$ cat config.mk
export PLATFORM = sky130hd
export DESIGN_NAME = mbx_cmd_seq
export DESIGN_NICKNAME = d
export VERILOG_FILES = /design/src/rtl/mbx_seq_pkg.sv /design/src/rtl/mbx_gap_timer.sv /design/src/rtl/mbx_poll_tally.sv /design/src/rtl/mbx_cmd_seq.sv
export SDC_FILE = /design/constraint.sdc
export NUM_CORES = 1
export LEC_CHECK = 0
export CAP_MARGIN = 20
export CORE_MARGIN = 1.5
export CORE_UTILIZATION = 63
export DETAILED_ROUTE_END_ITERATION = 10
export DONT_BUFFER_PORTS = 1
export PLACE_DENSITY = 0.79
export SLEW_MARGIN = 5
export SYNTH_ARGS = -nofsm -noshare
export SYNTH_HDL_FRONTEND = slang
export SYNTH_SLANG_ARGS = --single-unit
$ cat constraint.sdc
create_clock -name clk -period 2.9 [get_ports clk]
set_input_delay 0.29 -clock clk [delete_from_list [all_inputs] [get_ports clk]]
set_output_delay 0.29 -clock clk [all_outputs]
set_load 0.02 [all_outputs]
$ cat src/rtl/mbx_seq_pkg.sv
package mbx_seq_pkg;

  typedef enum logic [2:0] {
    ST_IDLE, ST_WRITE, ST_POLL, ST_GAP, ST_GATHER, ST_CLEAR, ST_DONE
  } seq_state_t;

  localparam logic [1:0] RES_OK      = 2'd0;
  localparam logic [1:0] RES_BUS     = 2'd1;
  localparam logic [1:0] RES_TIMEOUT = 2'd2;

  localparam logic [7:0] REG_STATUS   = 8'h02;
  localparam logic [7:0] REG_OUT_BASE = 8'h30;
  localparam logic [7:0] REG_IN_BASE  = 8'h38;
  localparam logic [7:0] REG_IN_TOP   = 8'h3F;
  localparam logic [7:0] REG_KICK     = 8'h40;
  localparam logic [7:0] PENDING_MARK = 8'h80;
  localparam logic [7:0] KICK_VALUE   = 8'h01;
  localparam int         ALERT_BIT    = 1;
  localparam int         NUM_WRITES   = 7;

  // Address of write step idx (0..6)
  function automatic logic [7:0] step_addr(input logic [2:0] idx);
    case (idx)
      3'd0:    return REG_IN_TOP;
      3'd1:    return REG_IN_BASE;
      3'd6:    return REG_KICK;
      default: return REG_IN_BASE + {5'd0, idx} - 8'd1;
    endcase
  endfunction

  // Data byte of write step idx
  function automatic logic [7:0] step_data(input logic [2:0] idx,
                                           input logic [7:0] cmd,
                                           input logic [31:0] arg);
    logic [2:0]  lane;
    logic [31:0] shifted;
    lane    = idx - 3'd2;
    shifted = arg >> {lane, 3'b000};
    case (idx)
      3'd0:    return PENDING_MARK;
      3'd1:    return cmd;
      3'd6:    return KICK_VALUE;
      default: return shifted[7:0];
    endcase
  endfunction

  // Drop byte b into lane idx of word
  function automatic logic [31:0] place_byte(input logic [31:0] word,
                                             input logic [1:0] idx,
                                             input logic [7:0] b);
    logic [31:0] mask;
    mask = 32'hFF << {idx, 3'b000};
    return (word & ~mask) | ({24'd0, b} << {idx, 3'b000});
  endfunction

  function automatic logic [7:0] ack_value(input logic [7:0] stat);
    return stat | (8'd1 << ALERT_BIT);
  endfunction

endpackage

$ cat src/rtl/mbx_gap_timer.sv
module mbx_gap_timer #(
  parameter int CYCLES = 7500
) (
  input  logic clk,
  input  logic rst_n,
  input  logic load,
  output logic expired
);
  localparam int CW = $clog2(CYCLES + 1);

  logic [CW-1:0] cnt;
  logic          active;

  always_ff @(posedge clk or negedge rst_n) begin
    if (!rst_n) begin
      cnt    <= '0;
      active <= 1'b0;
    end else if (load) begin
      cnt    <= CW'(CYCLES - 1);
      active <= 1'b1;
    end else if (active) begin
      if (cnt == '0) active <= 1'b0;
      else           cnt    <= cnt - 1'b1;
    end
  end

  assign expired = active && (cnt == '0);

  assert_gap_single_R3: assert property (@(posedge clk) disable iff (!rst_n)
    expired && !load |=> !expired);

endmodule

$ cat src/rtl/mbx_poll_tally.sv
module mbx_poll_tally #(
  parameter int LIMIT = 11
) (
  input  logic clk,
  input  logic rst_n,
  input  logic clear,
  input  logic bump,
  output logic final_read
);
  localparam int CW = $clog2(LIMIT + 1);

  logic [CW-1:0] count;

  always_ff @(posedge clk or negedge rst_n) begin
    if (!rst_n)     count <= '0;
    else if (clear) count <= '0;
    else if (bump)  count <= count + 1'b1;
  end

  assign final_read = (count == CW'(LIMIT - 1));

  assert_poll_cap_R4: assert property (@(posedge clk) disable iff (!rst_n)
    count < CW'(LIMIT));

endmodule

$ cat src/rtl/mbx_cmd_seq.sv
module mbx_cmd_seq
  import mbx_seq_pkg::*;
#(
  parameter int GAP_CYCLES = 7500,
  parameter int POLL_LIMIT = 11
) (
  input  logic        clk,
  input  logic        rst_n,
  input  logic        start_valid,
  output logic        start_ready,
  input  logic [7:0]  cmd_code,
  input  logic        cmd_is_read,
  input  logic [31:0] cmd_arg,
  output logic        done,
  output logic [31:0] resp_data,
  output logic [1:0]  err_code,
  output logic        bus_req,
  output logic        bus_we,
  output logic [7:0]  bus_addr,
  output logic [7:0]  bus_wdata,
  input  logic        bus_ack,
  input  logic        bus_err,
  input  logic [7:0]  bus_rdata
);
  localparam logic [2:0] LAST_WRITE = 3'(NUM_WRITES - 1);

  seq_state_t  state;
  logic [2:0]  step;
  logic [7:0]  cmd_q;
  logic [31:0] arg_q;
  logic        rd_q;
  logic [7:0]  stat_q;
  logic [31:0] resp_q;
  logic [1:0]  res_q;

  // Named events
  wire start_fire  = start_valid && start_ready;
  wire xfer_done   = bus_req && bus_ack;
  wire bus_fault   = xfer_done && bus_err;
  wire xfer_ok     = xfer_done && !bus_err;
  wire flag_seen   = bus_rdata[ALERT_BIT];
  wire poll_hit    = (state == ST_POLL) && xfer_ok && flag_seen;
  wire poll_miss   = (state == ST_POLL) && xfer_ok && !flag_seen;
  wire poll_final;
  wire gap_load    = poll_miss && !poll_final;
  wire poll_expire = poll_miss && poll_final;
  wire gap_over;

  mbx_poll_tally #(.LIMIT(POLL_LIMIT)) u_tally (
    .clk(clk), .rst_n(rst_n), .clear(start_fire), .bump(gap_load),
    .final_read(poll_final));

  mbx_gap_timer #(.CYCLES(GAP_CYCLES)) u_gap (
    .clk(clk), .rst_n(rst_n), .load(gap_load), .expired(gap_over));

  // Register port drive
  always_comb begin
    bus_req   = 1'b0;
    bus_we    = 1'b0;
    bus_addr  = '0;
    bus_wdata = '0;
    case (state)
      ST_WRITE: begin
        bus_req   = 1'b1;
        bus_we    = 1'b1;
        bus_addr  = step_addr(step);
        bus_wdata = step_data(step, cmd_q, arg_q);
      end
      ST_POLL: begin
        bus_req  = 1'b1;
        bus_addr = REG_STATUS;
      end
      ST_GATHER: begin
        bus_req  = 1'b1;
        bus_addr = REG_OUT_BASE + 8'd1 + {5'd0, step};
      end
      ST_CLEAR: begin
        bus_req   = 1'b1;
        bus_we    = 1'b1;
        bus_addr  = REG_STATUS;
        bus_wdata = ack_value(stat_q);
      end
      default: ;
    endcase
  end

  // Sequencer
  always_ff @(posedge clk or negedge rst_n) begin
    if (!rst_n) begin
      state  <= ST_IDLE;
      step   <= '0;
      cmd_q  <= '0;
      arg_q  <= '0;
      rd_q   <= 1'b0;
      stat_q <= '0;
      resp_q <= '0;
      res_q  <= RES_OK;
    end else if (bus_fault) begin
      res_q <= RES_BUS;
      state <= ST_DONE;
    end else begin
      case (state)
        ST_IDLE: if (start_fire) begin
          cmd_q  <= cmd_code;
          arg_q  <= cmd_arg;
          rd_q   <= cmd_is_read;
          resp_q <= '0;
          res_q  <= RES_OK;
          step   <= '0;
          state  <= ST_WRITE;
        end
        ST_WRITE: if (xfer_ok) begin
          if (step == LAST_WRITE) state <= ST_POLL;
          step <= (step == LAST_WRITE) ? 3'd0 : step + 3'd1;
        end
        ST_POLL: if (xfer_ok) begin
          stat_q <= bus_rdata;
          if (poll_hit)         state <= rd_q ? ST_GATHER : ST_CLEAR;
          else if (poll_expire) begin
            res_q <= RES_TIMEOUT;
            state <= ST_DONE;
          end else              state <= ST_GAP;
        end
        ST_GAP: if (gap_over) state <= ST_POLL;
        ST_GATHER: if (xfer_ok) begin
          resp_q <= place_byte(resp_q, step[1:0], bus_rdata);
          if (step == 3'd3) begin
            step  <= '0;
            state <= ST_CLEAR;
          end else step <= step + 3'd1;
        end
        ST_CLEAR: if (xfer_ok) begin
          res_q <= RES_OK;
          state <= ST_DONE;
        end
        default: state <= ST_IDLE;
      endcase
    end
  end

  assign start_ready = (state == ST_IDLE);
  assign done        = (state == ST_DONE);
  assign resp_data   = resp_q;
  assign err_code    = res_q;

  assert_idle_quiet_R1: assert property (@(posedge clk) disable iff (!rst_n)
    start_ready |-> !bus_req);
  assert_req_hold_R2: assert property (@(posedge clk) disable iff (!rst_n)
    bus_req && !bus_ack |=> bus_req && $stable(bus_addr) && $stable(bus_we) && $stable(bus_wdata));
  assert_gap_quiet_R3: assert property (@(posedge clk) disable iff (!rst_n)
    gap_load |=> !bus_req);
  assert_timeout_R4: assert property (@(posedge clk) disable iff (!rst_n)
    poll_expire |=> done && err_code == RES_TIMEOUT);
  assert_abort_R7: assert property (@(posedge clk) disable iff (!rst_n)
    bus_fault |=> done && err_code == RES_BUS && !bus_req);
  assert_done_pulse_R8: assert property (@(posedge clk) disable iff (!rst_n)
    done |=> !done);
  assert_result_hold_R8: assert property (@(posedge clk) disable iff (!rst_n)
    start_ready && !start_valid |=> $stable(resp_data) && $stable(err_code));

endmodule

Yosys cells after proc, flatten, opt, wreduce, memory -nomap -nowiden
Index checks and enable logic that the tools add are counted.

storage, ports and cells
  output and inout port bits = 54
  logic and storage cells = 123
  bits of input ports = 54
  flip-flop bits (word level) = 107

cells by class
  mux-type cells = 43
  shift operators = 3
  reductions and logical operators = 31
  equal/unequal tests = 24
  bitwise logic cells = 4
  $add $sub $neg = 7

operators by type and width
  kind                                                                   number
  8-bit one-hot mux with 3 select lines                                  3
  32-bit 2-to-1 mux                                                      2
  32-bit one-hot mux with 2 select lines                                 1
  3-bit 2-to-1 mux                                                       16
  13-bit 2-to-1 mux                                                      3
  32-bit bitwise AND                                                     1
  32-bit inverter                                                        1
  32-bit OR                                                              1
  8-bit by 5-bit << shifter with 32-bit output                           1
  8-bit by 5-bit << shifter with 32-bit output, first input constant     1
  32-bit by 6-bit right shift with 8-bit output                          1
  3-bit inequality test, second input constant                           9
  3-bit one-hot mux with 6 select lines                                  1
  8-bit one-hot mux with 2 select lines                                  1
  6-bit by 3-bit adder with 7-bit output, first input constant           2
  13-bit zero test                                                       1
  13-bit by 1-bit subtractor with 13-bit output, second input constant   1
  3-bit equality test, second input constant                             4
  2-bit 2-to-1 mux                                                       6
  1-bit logical AND                                                      10
  3-bit by 2-bit equality test with 1-bit output, second input constant  3
  3-bit one-hot mux with 3 select lines                                  1
  4-bit 2-to-1 mux                                                       2
  8-bit AND reduction                                                    1
  24 further kinds                                                       39

Logic depth before layout (Yosys ltp)
Gate-level depths: netlist (run 1).

  depth after elaboration = 13
  mapped depth = 9
  depth with buffers taken out = 7

By module
Synthesis (run 1) repeated with hierarchy kept, for this count alone.

unflattened totals
  cells, all modules = 439
  area total of the unflattened synthesis = 5260.0 µm²

by module, submodules not included
  module          cells each  seq. area each (µm²)  area an instance (µm²)  instances
  mbx_cmd_seq     337         2202.1                4226.6                  1
  mbx_gap_timer   81          350.3                 812.0                   1
  mbx_poll_tally  21          100.1                 221.5                   1

Worst setup path after synthesis (run 1)
Ideal clock, no wire load.

  kind = register to output
  from = register step[0]
  to = output bus_addr[0]
  data required time = 2.610 ns
  setup slack = -0.352 ns
  arrival time = 2.962 ns
  cell stages (with the launch flop) = 10
  buffers on the path = 2
  cell sequence = dfrtp_1 > buf_2 > buf_2 > inv_1 > ha_1 > a21oi_1 > nand2_1 > o21bai_1 > o21a_1 > a2111oi_0

on the way
  longest elaborated chain between the ends = 4
  elaborated cells on any way between the ends = 8
  classes of those cells = add/sub: 3; eq/ne: 2; mux: 2; reduce/logical: 1

ends and longest elaborated chain
  element                                      line                source
  start, declared                              mbx_cmd_seq.sv:28   logic [2:0] step;
  start signal, assigned                       mbx_cmd_seq.sv:114  step <= (step == LAST_WRITE) ? 3'd0 : step + 3'd1;
  start signal, assigned                       mbx_cmd_seq.sv:130  end else step <= step + 3'd1;
  6-bit by 3-bit adder with 7-bit output       mbx_seq_pkg.sv:27   default: return REG_IN_BASE + {5'd0, idx} - 8'd1;
  7-bit by 1-bit subtractor with 8-bit output  mbx_seq_pkg.sv:27
  8-bit one-hot mux with 3 select lines        mbx_seq_pkg.sv:23   case (idx)
  8-bit one-hot mux with 3 select lines *      mbx_cmd_seq.sv:62   case (state)
  end, declared                                mbx_cmd_seq.sv:19   output logic [7:0] bus_addr,

Every way passes the cells marked *; elsewhere a longest branch is shown, timed or not.

Final worst setup path (run 1)
  from = register step[1]
  to = output bus_addr[0]

on the way
  longest elaborated chain between the ends = 3
  elaborated cells on any way between the ends = 5
  classes of those cells = eq/ne: 2; mux: 2; reduce/logical: 1

ends and longest elaborated chain
  element                                            line
  3-bit equality test, or another cell as far along  mbx_seq_pkg.sv:23
  8-bit one-hot mux with 3 select lines *            mbx_seq_pkg.sv:23
  8-bit one-hot mux with 3 select lines *            mbx_cmd_seq.sv:62

Marked as above.

==> results by group, run 1 <==
Routing
  – Final antenna-violating net count: 0
  – WL per Instance: 18.5 microns
  – # DRC: 0
  – Iter 0 DRT Violations: 293
  – First-pass DRT Iterations: 5
  – Routed WL: about 12000 microns
  – Vias: 4022
  – Vias per std cell: a little over 6

Setup path
  – Startpoint Class: flip-flop
  – Slowest-stage cell, CP: dfrtp_1
  – Crit path buffers/inverters: 1
  – Crit-path cells: ha_2 -> a21oi_1 -> nand2_1 -> o21bai_1 -> o21a_1 -> a2111oi_2 -> buf_4
  – CP Class: flip-flop to output pin
  – Worst Path Max Fanout: 7
  – Crit path largest cell delay: around 0.50 ns
  – CP arrival: 2.42 ns
  – Worst path top cell family by delay: compound AO/OA/AOI/OAI gates
  – Worst Setup End Kind: output pin
  – CP required: ~2.6 ns

GRT
  – Largest net degree at the start of global routing: 107
  – First-pass GRT wire length: 19500 microns
  – Vias in the first global route: a little under 4000
  – Grt ovf: 0
  – Initial antenna violation count: 0
  – Gr usage total: 28.9%

Timing
  – Final WS setup: between 0.15 and 0.2 ns
  – Worst-Margin Slew: 0.697 ns
  – Min Tclk post-route: roughly 2.7 ns
  – Tcrit/Tclk final: 93.5%
  – Max Fclk: between 300 and 400 MHz
  – Fin Clk Skew: roughly 0.012 ns
  – RSZ-0062 raised after global routing: false
  – Worst hold slack: about 0.019 ns
  – Final setup viols: 0
  – Rel. slew slack: a little over half
  – Fin. max-slew vios: 0
  – Final hold vios: 0
  – Setup TNS: 0 ns

Layout
  – N_diodes: 0
  – Area Overhead vs Synth: 8.81%
  – Multi-input gate area: around 2300 sq um
  – Most frequent cells in the layout: nand2_1 (168), dfrtp_1 (105), a22o_1 (32)
  – Commonest non-fill, non-tap cell in the layout: nand2_1
  – Net count, final: 608
  – Share of layout cells above drive strength 1: 12.8%
  – FF+latch area: approximately 2700 sq um
  – Fillcell total: between 500 and 600

Clock network
  – Clock transition at the registers of the reported paths: approximately 0.10 ns
  – Root buffer cell: clkbuf_8
  – CTS tree: yes
  – CTS sink cnt: approximately 110
  – Skew-Pair Late Insertion Delay: between 0.3 and 0.4 ns
  – CTS H-tree lvls: 3
  – CTS Buffer Depth: 2
  – Cts bufs inserted: 9

Pwr
  – P per Cell Area: just over 1000 nW/um^2
  – Leak: 2.64 nW
  – Peak VDD IR: 0.483 mV

Yosys
  – Sequential area share after synthesis: around half
  – Post-synth EDFFs: 0
  – Post-synth net total: about 600
  – Distinct cells, synth: 58
  – FFs w/ async S/R, synth: between 90% and 100%
  – Yosys warns: 0
  – Cells after Synth: 531
  – Syn Std Cell Area: just over 5000 sq um
  – Synth Flop Type: dfrtp_1
  – Syn_area_per_cell: between 9 and 10 sq um
  – FF+latch count, synth: 106

Placed design
  – Dpl ws: around 0.45 ns
  – Final GP Congestion: between 0.9 and 1
  – IO buf count: 0
  – HPWL after detailed placement: about 8500 microns

Floorplanning
  – Die area: slightly below 9000 sq um
  – Initial Utilization: about two thirds
  – Row count: 32
  – Die Y: 93.3 microns
  – Core area: 7810 sq um
  – Die width: between 90 and 100 microns
  – Io pins: 108

Flow run
  – Maxcap violations: 0

Hold path
  – Min-Delay Path Class: input pin to flip-flop

Run status
  – Status: complete, no violations
registers in the layout (all words and copies together), names as in the netlist:
signal	cells
arg_q	32
resp_data	32
u_gap.active	1
err_code	2
stat_q	7
u_tally.count	4
cmd_q	8
u_gap.cnt	13
state	3
rd_q	1
step	3
final timing paths:
path	slack (ns)	endpoint	startpoint	depth (start not counted)
worst max-delay path	0.19	bus_addr[0]	step[1]	7
worst min-delay path	0.02	stat_q[7]	bus_rdata[7]	2
max in group asynchronous	1.99	u_tally.count[3]	rst_n	2
worst max register to register	0.41	u_tally.count[3]	state[2]	5
min in group asynchronous	0.51	resp_data[17]	rst_n	2
worst min register to register	0.48	arg_q[6]	arg_q[6]	2
worst reg2reg max path: cells and delay by family (launching register included):
| family | cells | cell delay, ns |
|---|---|---|
| XOR/XNOR | 1 | 0.20 |
| AND/OR/NAND/NOR | 4 | 1.60 |
| flip-flops | 1 | 0.57 |
cells by family after synthesis:
group	count (synthesis)	share of synthesized area, %
compound gates	103	14.9
xor+xnor	7	1.19
fa+ha+maj	13	3.12
buf+inv	42	3.46
flops	106	51.6
mux	15	4.92
other cells	1	0.0730
simple gates	244	20.8
cell usage after synthesis (all sizes together) (4+ instances only):
master,instances,area [sq um]
a211oi,8,60.1
a21oi,16,80.1
a22o,32,280
a32oi,6,52.6
buf,6,41.3
clkbuf,24,91.3
dfrtp,106,2650
ha,12,150
inv,12,45.0
mux2i,5,50.1
mux4,8,180
nand2,168,631
nand2b,5,31.3
nand3,6,30.0
nor2,26,100
nor3,13,65.1
o211ai,8,60.1
o21ai,15,86.3
or3,5,32.5
or4,6,53.8
xor2,4,35.0
routing by layer:
| layer | up-vias | track usage [%] | wire length [microns] |
|---|---|---|---|
| met3 | 29 | 6.67 | 837 |
| met2 | 177 | 45.5 | 5740 |
| met5 | - | 0 | 0 |
| met4 | 0 | 10.7 | 310 |
| li1 | 1867 | - | - |
| met1 | 1949 | 39.1 | 5100 |
power by group:
part / leakage [nW] / total [mW] / internal, mW / switching (mW)
registers: 1.36 / 2.43 / 1.97 / 0.469
logic: 1.19 / 2.42 / 0.958 / 1.47
clock network: 0.0922 / 0.869 / 0.334 / 0.535
total: 2.64 / 5.73 / 3.26 / 2.47
through the flow:
stage,utilization (%),power (mW),instance area [sq um],std cells
final,71.6,5.73,5590,649
after global routing,71.6,6.12,5590,649
after CTS,71.1,5.70,5550,646
after global placement,68.2,4.68,5330,628
after floorplan,-,4.14,5140,531
after detailed placement,68.2,4.79,5330,628
area by class of cell:
cell class                 instances  area share, %
inverter                          12          0.806
sequential                       106           47.5
clock buffer                      10           2.28
timing repair buffer              30           4.52
multi-input combinational        383           41.6
tap                              102           2.28
clock inverter                     6           1.10
what timing repair did:
item | 4_1_cts | 5_1_grt
endpoints found under the hold margin | 106 | 2
hold buffers | 2 | 2
resized for setup | 0 | 5
setup endpoints to repair | 0 | 10
buffers inserted | 0 | 1
No activity file was read; power rests on OpenSTA's default activity.
==> run 2, diff against run 1 <==
Settings changed: ABC_AREA set to 1, CORE_ASPECT_RATIO set to 0.8, CORE_UTILIZATION 63 to 64, PLACE_DENSITY 0.79 to 0.8.
==> run 2 against run 1 <==
Compared with the run above:
- core utilization down 1.5 points
- die area up 6.7%
- non-clock buffer count down 6
- critical path type unchanged
- total power down 6.8%
- critical path depth up 3
- combinational power down 9.9%
- clock power down 0.8%
- fmax up 0.11%
==> results by group, run 2 <==
Hold path
  – Hold depth: 2 (unchanged)
  – Min-delay src: bus_rdata[3]
  – Min-Delay Path Class: input pin to flip-flop

Clock network
  – Clock transition at the registers of the reported paths: 0.11 ns (about the same)
  – CTS Buffer Depth: 2 (unchanged)
  – Skew-Pair Late Insertion Delay: 0.38 ns (about the same)
  – CTS sink cnt: 106 (unchanged)
  – Cts bufs inserted: 9 (unchanged)
  – Root buffer cell: clkbuf_8
  – CTS tree: yes
  – CTS H-tree lvls: 3 (unchanged)

Routing
  – Vias: 4711 (+17%)
  – Iter 0 DRT Violations: 409 (+40%)
  – WL per Instance: 17.5 microns (-5.1%)
  – Final antenna-violating net count: 0 (unchanged)
  – # DRC: 0 (unchanged)
  – Routed WL: 13600 microns (+14%)
  – Vias per std cell: 6.06 (-2.2%)
  – First-pass DRT Iterations: 5 (unchanged)

Layout
  – Layout Cells excl Fill: 777 (+20%)
  – Final core utilization: 70.1% (-1.5 points)
  – Fillcell total: 693 (+16%)
  – Net count, final: 726 (+19%)
  – Design area: 5950 sq um (+6.4%)
  – Commonest non-fill, non-tap cell in the layout: nand2_1
  – N_diodes: 0 (unchanged)
  – Most frequent cells in the layout: nand2_1 (110), dfrtp_1 (106), inv_1 (80)
  – Share of layout cells above drive strength 1: 13.1% (+0.29 points)
  – Area Overhead vs Synth: 6.59%

Timing
  – Final hold vios: 0 (unchanged)
  – Worst hold slack: 0.0200 ns (+0.000868 ns)
  – Fin. max-slew vios: 0 (unchanged)
  – Tcrit/Tclk final: 93.4% (-0.099 points)
  – Worst-Margin Slew: 0.728 ns (+0.0309 ns)
  – Final setup viols: 0 (unchanged)
  – Rel. slew slack: 51.5% (-1.7 points)
  – Max Fclk: 369 MHz (+0.11%)
  – RSZ-0062 raised after global routing: false
  – Fin Clk Skew: 0.0196 ns (+0.00714 ns)
  – Setup TNS: 0 ns (unchanged)
  – Min Tclk post-route: 2.71 ns (-0.00287 ns)

Floorplanning
  – Die Y: 86.5 microns (-7.3%)
  – Die width: 107 microns (+15%)
  – Core area: 8480 sq um (+8.7%)
  – Row count: 30 (-6.3%)
  – Die area: 9290 sq um (+6.7%)
  – Initial Utilization: 65.8% (about the same)
  – Io pins: 108 (unchanged)

Placed design
  – HPWL after detailed placement: 9720 microns (+14%)
  – IO buf count: 0 (unchanged)
  – Post-Place Cell Area: 5700 sq um (+7.0%)
  – Final GP Congestion: 0.901 (-9.0%)
  – Placed cells: 757 (+21%)

Yosys
  – FF+latch count, synth: 106 (unchanged)
  – Mux contribution to synthesized area: 7.06% (+2.1 points)
  – Sequential area share after synthesis: 47.5% (-4.1 points)
  – Post-synthesis compound-gate area fraction: 14.8% (-0.074 points)
  – Post-synth top area share: 47.5% (-4.1 points)
  – Simple-gate portion of the synthesized area: 18.6% (-2.2 points)
  – Syn_area_per_cell: 8.49 sq um (-12%)
  – Synth area leader: dfrtp_1
  – Cells after Synth: 657 (+24%)
  – FFs w/ async S/R, synth: 100% (unchanged)
  – Most common library cells after synthesis: nand2_1 (111), dfrtp_1 (106), inv_1 (81), nand3_1 (61), nor2_1 (47)
  – Distinct cells, synth: 32 (-45%)
  – Top-count cell post-synth: nand2_1
  – Synth Flop Type: dfrtp_1
  – Post-synth EDFFs: 0 (unchanged)
  – Yosys warns: 0 (unchanged)
  – Largest family of logic cells by synthesized area: simple AND/OR/NAND/NOR gates
  – Top post-synthesis cells by area: dfrtp_1 (48%), nand2_1 (7.5%), mux2_2 (7.1%)
  – Post-Synth XOR/XNOR Area: 0.471% (-0.72 points)
  – Post-Synth Adder-Cell Area: 2.69% (-0.43 points)
  – Post-synth net total: 723 (+21%)
  – Syn Std Cell Area: 5580 sq um (+8.6%)

GRT
  – Largest net degree at the start of global routing: 107 (unchanged)
  – Gr usage total: 29.8% (+0.92 points)
  – Initial antenna violation count: 0 (unchanged)
  – Grt ovf: 0 (unchanged)
  – First-pass GRT wire length: 21600 microns (+11%)
  – Vias in the first global route: 4416 (+12%)

Setup path
  – Reg2reg start: state[2]
  – Worst Path Max Fanout: 11 (+4)
  – Crit-path cells: clkinvlp_4 -> ha_2 -> nand2_1 -> nand3_1 -> clkinvlp_4 -> nor2_1 -> inv_1 -> a21oi_1 -> o21ai_0 -> buf_4
  – CP arrival: 2.42 ns (about the same)
  – Worst Setup End Kind: output pin
  – R2R cell count: 11 (+6)
  – Slowest-stage cell, CP: dfrtp_1
  – Crit path top cell by count: clkinvlp_4
  – CP required: 2.61 ns (about the same)
  – Startpoint Class: flip-flop
  – Crit path largest cell delay: 0.44 ns (-0.06 ns)
  – CP Class: flip-flop to output pin
  – Critical Path Start: step[0]

Pwr
  – Leak: 2.75 nW (+4.4%)
  – Peak VDD IR: 0.516 mV (+6.9%)
  – P per Cell Area: 898 nW/um^2 (-12%)

Flow run
  – Maxcap violations: 0 (unchanged)

Run status
  – Status: complete, no violations
==> run 2: changes by cell type after synthesis, moves of 9 or more <==
cell,change
nor2_1,+22
nand2_1,-57
o21ai_1,+25
nand3_1,+55
inv_1,+69
o22ai_1,+40
mux2_2,+33
nor3_1,-9
a22o_1,-32
o21ai_0,+35
==> run 2: final timing paths <==
path,endpoint,slack (ns)
min reg2reg,stat_q[6],0.50
max in group asynchronous,rd_q,1.98
max,bus_wdata[7],0.19
max reg2reg,resp_data[7],0.45
min in group asynchronous,resp_data[7],0.50
min,stat_q[3],0.02
==> run 2: layout make-up <==
class / instances / area, sq um / share of cell area (%)
multi-input combinational: 434 / 2440 / 41.0
clock inverter: 6 / 50.0 / 0.842
inverter: 85 / 327 / 5.49
sequential: 106 / 2650 / 44.6
timing repair buffer: 24 / 210 / 3.53
tap: 112 / 140 / 2.36
clock buffer: 10 / 128 / 2.15
==> run 2: per-layer routing <==
layer  share of wire, %  track usage, %
met5                  0               0
met4                1.7            8.13
met3                8.8            6.62
met2                 47            48.7
met1                 42            40.5
==> run 2: cells by family after synthesis <==
kind of cell,after synthesis
DFF,106
xor gates and xnor gates,3
muxes,35
adders and majority gates,12
AOI/OAI and AO/OA,146
and+or+nand+nor,237
other,1
buffers and inverters,117
==> run 2: repair_timing <==
action | 4_1_cts | 5_1_grt
gates resized for setup | 1 | 4
gates cloned | 0 | 0
setup endpoints to repair | 1 | 3
hold endpoints to repair | 106 | 0
hold buffers | 2 | 0
setup buffers | 0 | 2
pin swaps | 0 | 0
==> run 2: critical path: cells and delay by family, from the launching register on <==
kind,cells,cell delay (ns)
buffers and inverters,4,0.65
AOI/OAI and AO/OA,2,0.35
DFF,1,0.44
and+or+nand+nor,3,0.28
adders and majority gates,1,0.32
==> run 2: metrics by stage <==
| stage | total power [mW] | setup WS (ns) |
|---|---|---|
| after floorplan | 3.89 | 0.0978 |
| after global placement | 4.28 | 0.520 |
| after detailed placement | 4.38 | 0.433 |
| after CTS | 5.28 | 0.0569 |
| after global routing | 5.70 | 0.0212 |
| final | 5.34 | 0.191 |
==> run 2: power by group <==
part	internal, mW	switching [mW]	leakage [nW]
Clock	0.326	0.536	0.0892
Combinational	0.819	1.36	1.34
Sequential	1.95	0.352	1.33
==> run 3, diff against run 2 <==
--- a/config.mk
+++ b/config.mk
@@ -7,3 +7,2 @@
 export LEC_CHECK = 0
-export ABC_AREA = 1
 export CAP_MARGIN = 20
@@ -11,6 +10,7 @@
 export CORE_MARGIN = 1.5
-export CORE_UTILIZATION = 64
+export CORE_UTILIZATION = 63
+export CTS_BUF_LIST = sky130_fd_sc_hd__clkbuf_16
 export DETAILED_ROUTE_END_ITERATION = 10
 export DONT_BUFFER_PORTS = 1
-export PLACE_DENSITY = 0.8
+export PLACE_DENSITY = 0.79
 export SLEW_MARGIN = 5
==> constraint.sdc (replaced) <==
create_clock -name clk -period 2.9 [get_ports clk]
set_input_delay 0.145 -clock clk [delete_from_list [all_inputs] [get_ports clk]]
set_output_delay 0.145 -clock clk [all_outputs]
set_load 0.02 [all_outputs]
==> run 3 against run 2 <==
Compared with the run above:
- global-route usage is 4.1 points higher
- via count is 6.0% lower
- clock power is 38% higher
- design area is 3.5% higher
- sequential share of layout area is 1.5 points lower
- clock skew is 0.013 ns lower
- die area is 6.2% lower
- final cell count is 9.9% lower
- core utilization is 7.7 points higher
- sequential power is 7% higher
- hold slack worse by 0.0057 ns
- sequential cell count stayed put
- highest routed layer unchanged
==> results by group, run 3 (synthesis results as in run 1) <==
Run status
  – Status: complete, no violations

Floorplanning
  – Io pins: 108 (unchanged)
  – Die width: 104 microns (-3.2%)
  – Row count: 29 (-3.3%)
  – Die area: 8710 sq um (-6.2%)
  – Core area: 7910 sq um (-6.8%)
  – Die Y: 83.8 microns (-3.2%)
  – Initial Utilization: 65.0% (-0.80 points)

Timing
  – Max Fclk: 364 MHz (-1.5%)
  – Fin. max-slew vios: 0 (unchanged)
  – Rel. slew slack: 53.9% (+2.4 points)
  – Final hold vios: 0 (unchanged)
  – Fin Clk Skew: 0.00666 ns (-0.0129 ns)
  – Tcrit/Tclk final: 94.8% (+1.4 points)
  – Min Tclk post-route: 2.75 ns (+0.0399 ns)
  – Final setup viols: 0 (unchanged)
  – Worst-Margin Slew: 0.687 ns (-0.0412 ns)

Layout
  – Net count, final: 653 (-10%)
  – Fillcell total: 532 (-23%)
  – FF+latch area: 2650 sq um (unchanged)
  – Share of layout cells above drive strength 1: 10.8% (-2.3 points)
  – N_diodes: 0 (unchanged)
  – Most frequent cells in the layout: nand2_1 (168), dfrtp_1 (106), dlygate4sd3_1 (52)
  – Area Overhead vs Synth: 19.7%
  – Commonest non-fill, non-tap cell in the layout: nand2_1
  – Multi-input gate area: 2320 sq um (-4.8%)
  – Layout Cells excl Fill: 700 (-9.9%)

Clock network
  – Skew-Pair Late Insertion Delay: 0.35 ns (-0.03 ns)
  – CTS Buffer Depth: 2 (unchanged)
  – CTS tree: yes
  – Cts bufs inserted: 9 (unchanged)
  – Root buffer cell: clkbuf_16
  – Clock transition at the registers of the reported paths: 0.07 ns (-0.04 ns)
  – CTS H-tree lvls: 3 (unchanged)
  – CTS sink cnt: 106 (unchanged)

Pwr
  – Clock group share of total power: 19.2% (+3.1 points)
  – Total power: 6.16 mW (+15%)
  – Register share of total power: 40.0% (-3.1 points)
  – Switching Share: 42.8% (+0.70 points)
  – Sw power: 2.64 mW (+17%)
  – Leak: 2.87 nW (+4.4%)
  – Logic pwr share: 40.7% (about the same)
  – P per Cell Area: 1000 nW/um^2 (+12%)
  – Internal power: 3.53 mW (+14%)
  – Peak VDD IR: 0.644 mV (+25%)

Routing
  – Final antenna-violating net count: 0 (unchanged)
  – Vias: 4430 (-6.0%)
  – First-pass DRT Iterations: 5 (unchanged)
  – # DRC: 0 (unchanged)
  – Vias per std cell: 6.33 (+4.4%)
  – Iter 0 DRT Violations: 462 (+13%)
  – WL per Instance: 20.0 microns (+14%)
  – Routed WL: 14000 microns (+2.8%)

GRT
  – Gr usage total: 33.9% (+4.1 points)
  – First-pass GRT wire length: 22600 microns (+4.4%)
  – Initial antenna violation count: 0 (unchanged)
  – Largest net degree at the start of global routing: 107 (unchanged)
  – Vias in the first global route: 4259 (-3.6%)
  – Grt ovf: 0 (unchanged)

Flow run
  – Maxcap violations: 0 (unchanged)

Setup path
  – Startpoint Class: flip-flop
  – Worst Setup End Kind: output pin
  – Worst Path Max Fanout: 6 (-5)
  – CP required: 2.76 ns (+0.15 ns)
  – CP arrival: 2.60 ns (+0.18 ns)
  – CP Class: flip-flop to output pin

Placed design
  – Placed cells: 631 (-17%)
  – Final GP Congestion: 0.930 (+3.2%)
  – IO buf count: 0 (unchanged)
  – HPWL after detailed placement: 8600 microns (-12%)

Hold path
  – Min-Delay Path Class: input pin to flip-flop
run 3: cell count changes in the layout (fill, tap and decap cells not counted), moves of 9 or more:
cell,previous run,this run
inv_1,80,12
o21ai_0,43,8
nor3_1,4,13
nand3_1,61,6
dlygate4sd3_1,1,52
o21ai_1,31,5
nand2_1,110,168
a22o_1,0,32
clkbuf_16,0,9
o22ai_1,41,1
nor2_1,47,25
clkbuf_8,9,0
mux2_2,35,2
run 3: critical path, cell delays in order, from the launching register on:
cell and delay (ns):
dfrtp_1 0.37, inv_1 0.11, ha_1 0.29, a21oi_2 0.25
nand2_1 0.21, o21bai_1 0.23, o21a_1 0.13, a2111oi_2 0.45
buf_4 0.22
run 3: metal layers:
layer  up-vias  routed length [microns]  GRT usage [%]
li1       1953                        -              -
met1      2185                     5900           48.1
met2       262                     6490           52.2
met3        30                     1340           9.13
met4         0                      287           9.34
met5         -                        0              0
run 3: power groups by stage:
stage / clock, mW / combinational (mW) / sequential [mW]
final: 1.19 / 2.51 / 2.47
after floorplan: 0 / 1.83 / 2.29
after global routing: 1.26 / 2.73 / 2.53
after detailed placement: 0 / 2.28 / 2.45
after CTS: 1.19 / 2.40 / 2.44
after global placement: 0 / 2.22 / 2.44
run 3: repair_timing:
action                                 in CTS  in global routing
hold buffers                               53                  0
endpoints found under the hold margin     192                  0
setup endpoints to repair                   0                  6
gates resized for setup                     0                  3
setup buffers                               0                  0
run 3: stage by stage:
stage               TNS (ns)  hold slack, ns  util [%]  setup slack (ns)  area (sq um)
global placement           0          -0.147      67.1             0.519          5310
detailed placement         0          -0.147      67.1             0.412          5310
global route        -0.00127          0.0370      77.8          -0.00127          6150
finish                     0          0.0144      77.8             0.151          6150
CTS                        0         0.00568      77.6            0.0151          6140
floorplan                  0          -0.151         -            0.0365          5140
run 3: cell type report:
cell class | instances | share of cell area, %
clock buffer | 9 | 3.66
clock inverter | 7 | 0.956
inverter | 12 | 0.732
multi-input combinational | 383 | 37.7
sequential | 106 | 43.1
tap | 108 | 2.20
timing repair buffer | 75 | 11.6
run 3: path summary, 6_finish.rpt:
path                               from           end  slack [ns]  depth (start not counted)
max                             step[0]   bus_addr[0]        0.15                          8
min                             bus_err      state[1]        0.01                          2
max reg2reg                u_gap.cnt[0]  u_gap.cnt[7]        0.54                          7
min reg2reg                   arg_q[19]     arg_q[19]        0.48                          2
max in group asynchronous         rst_n      arg_q[0]        2.02                          2
min in group asynchronous         rst_n       step[2]        0.44                          2
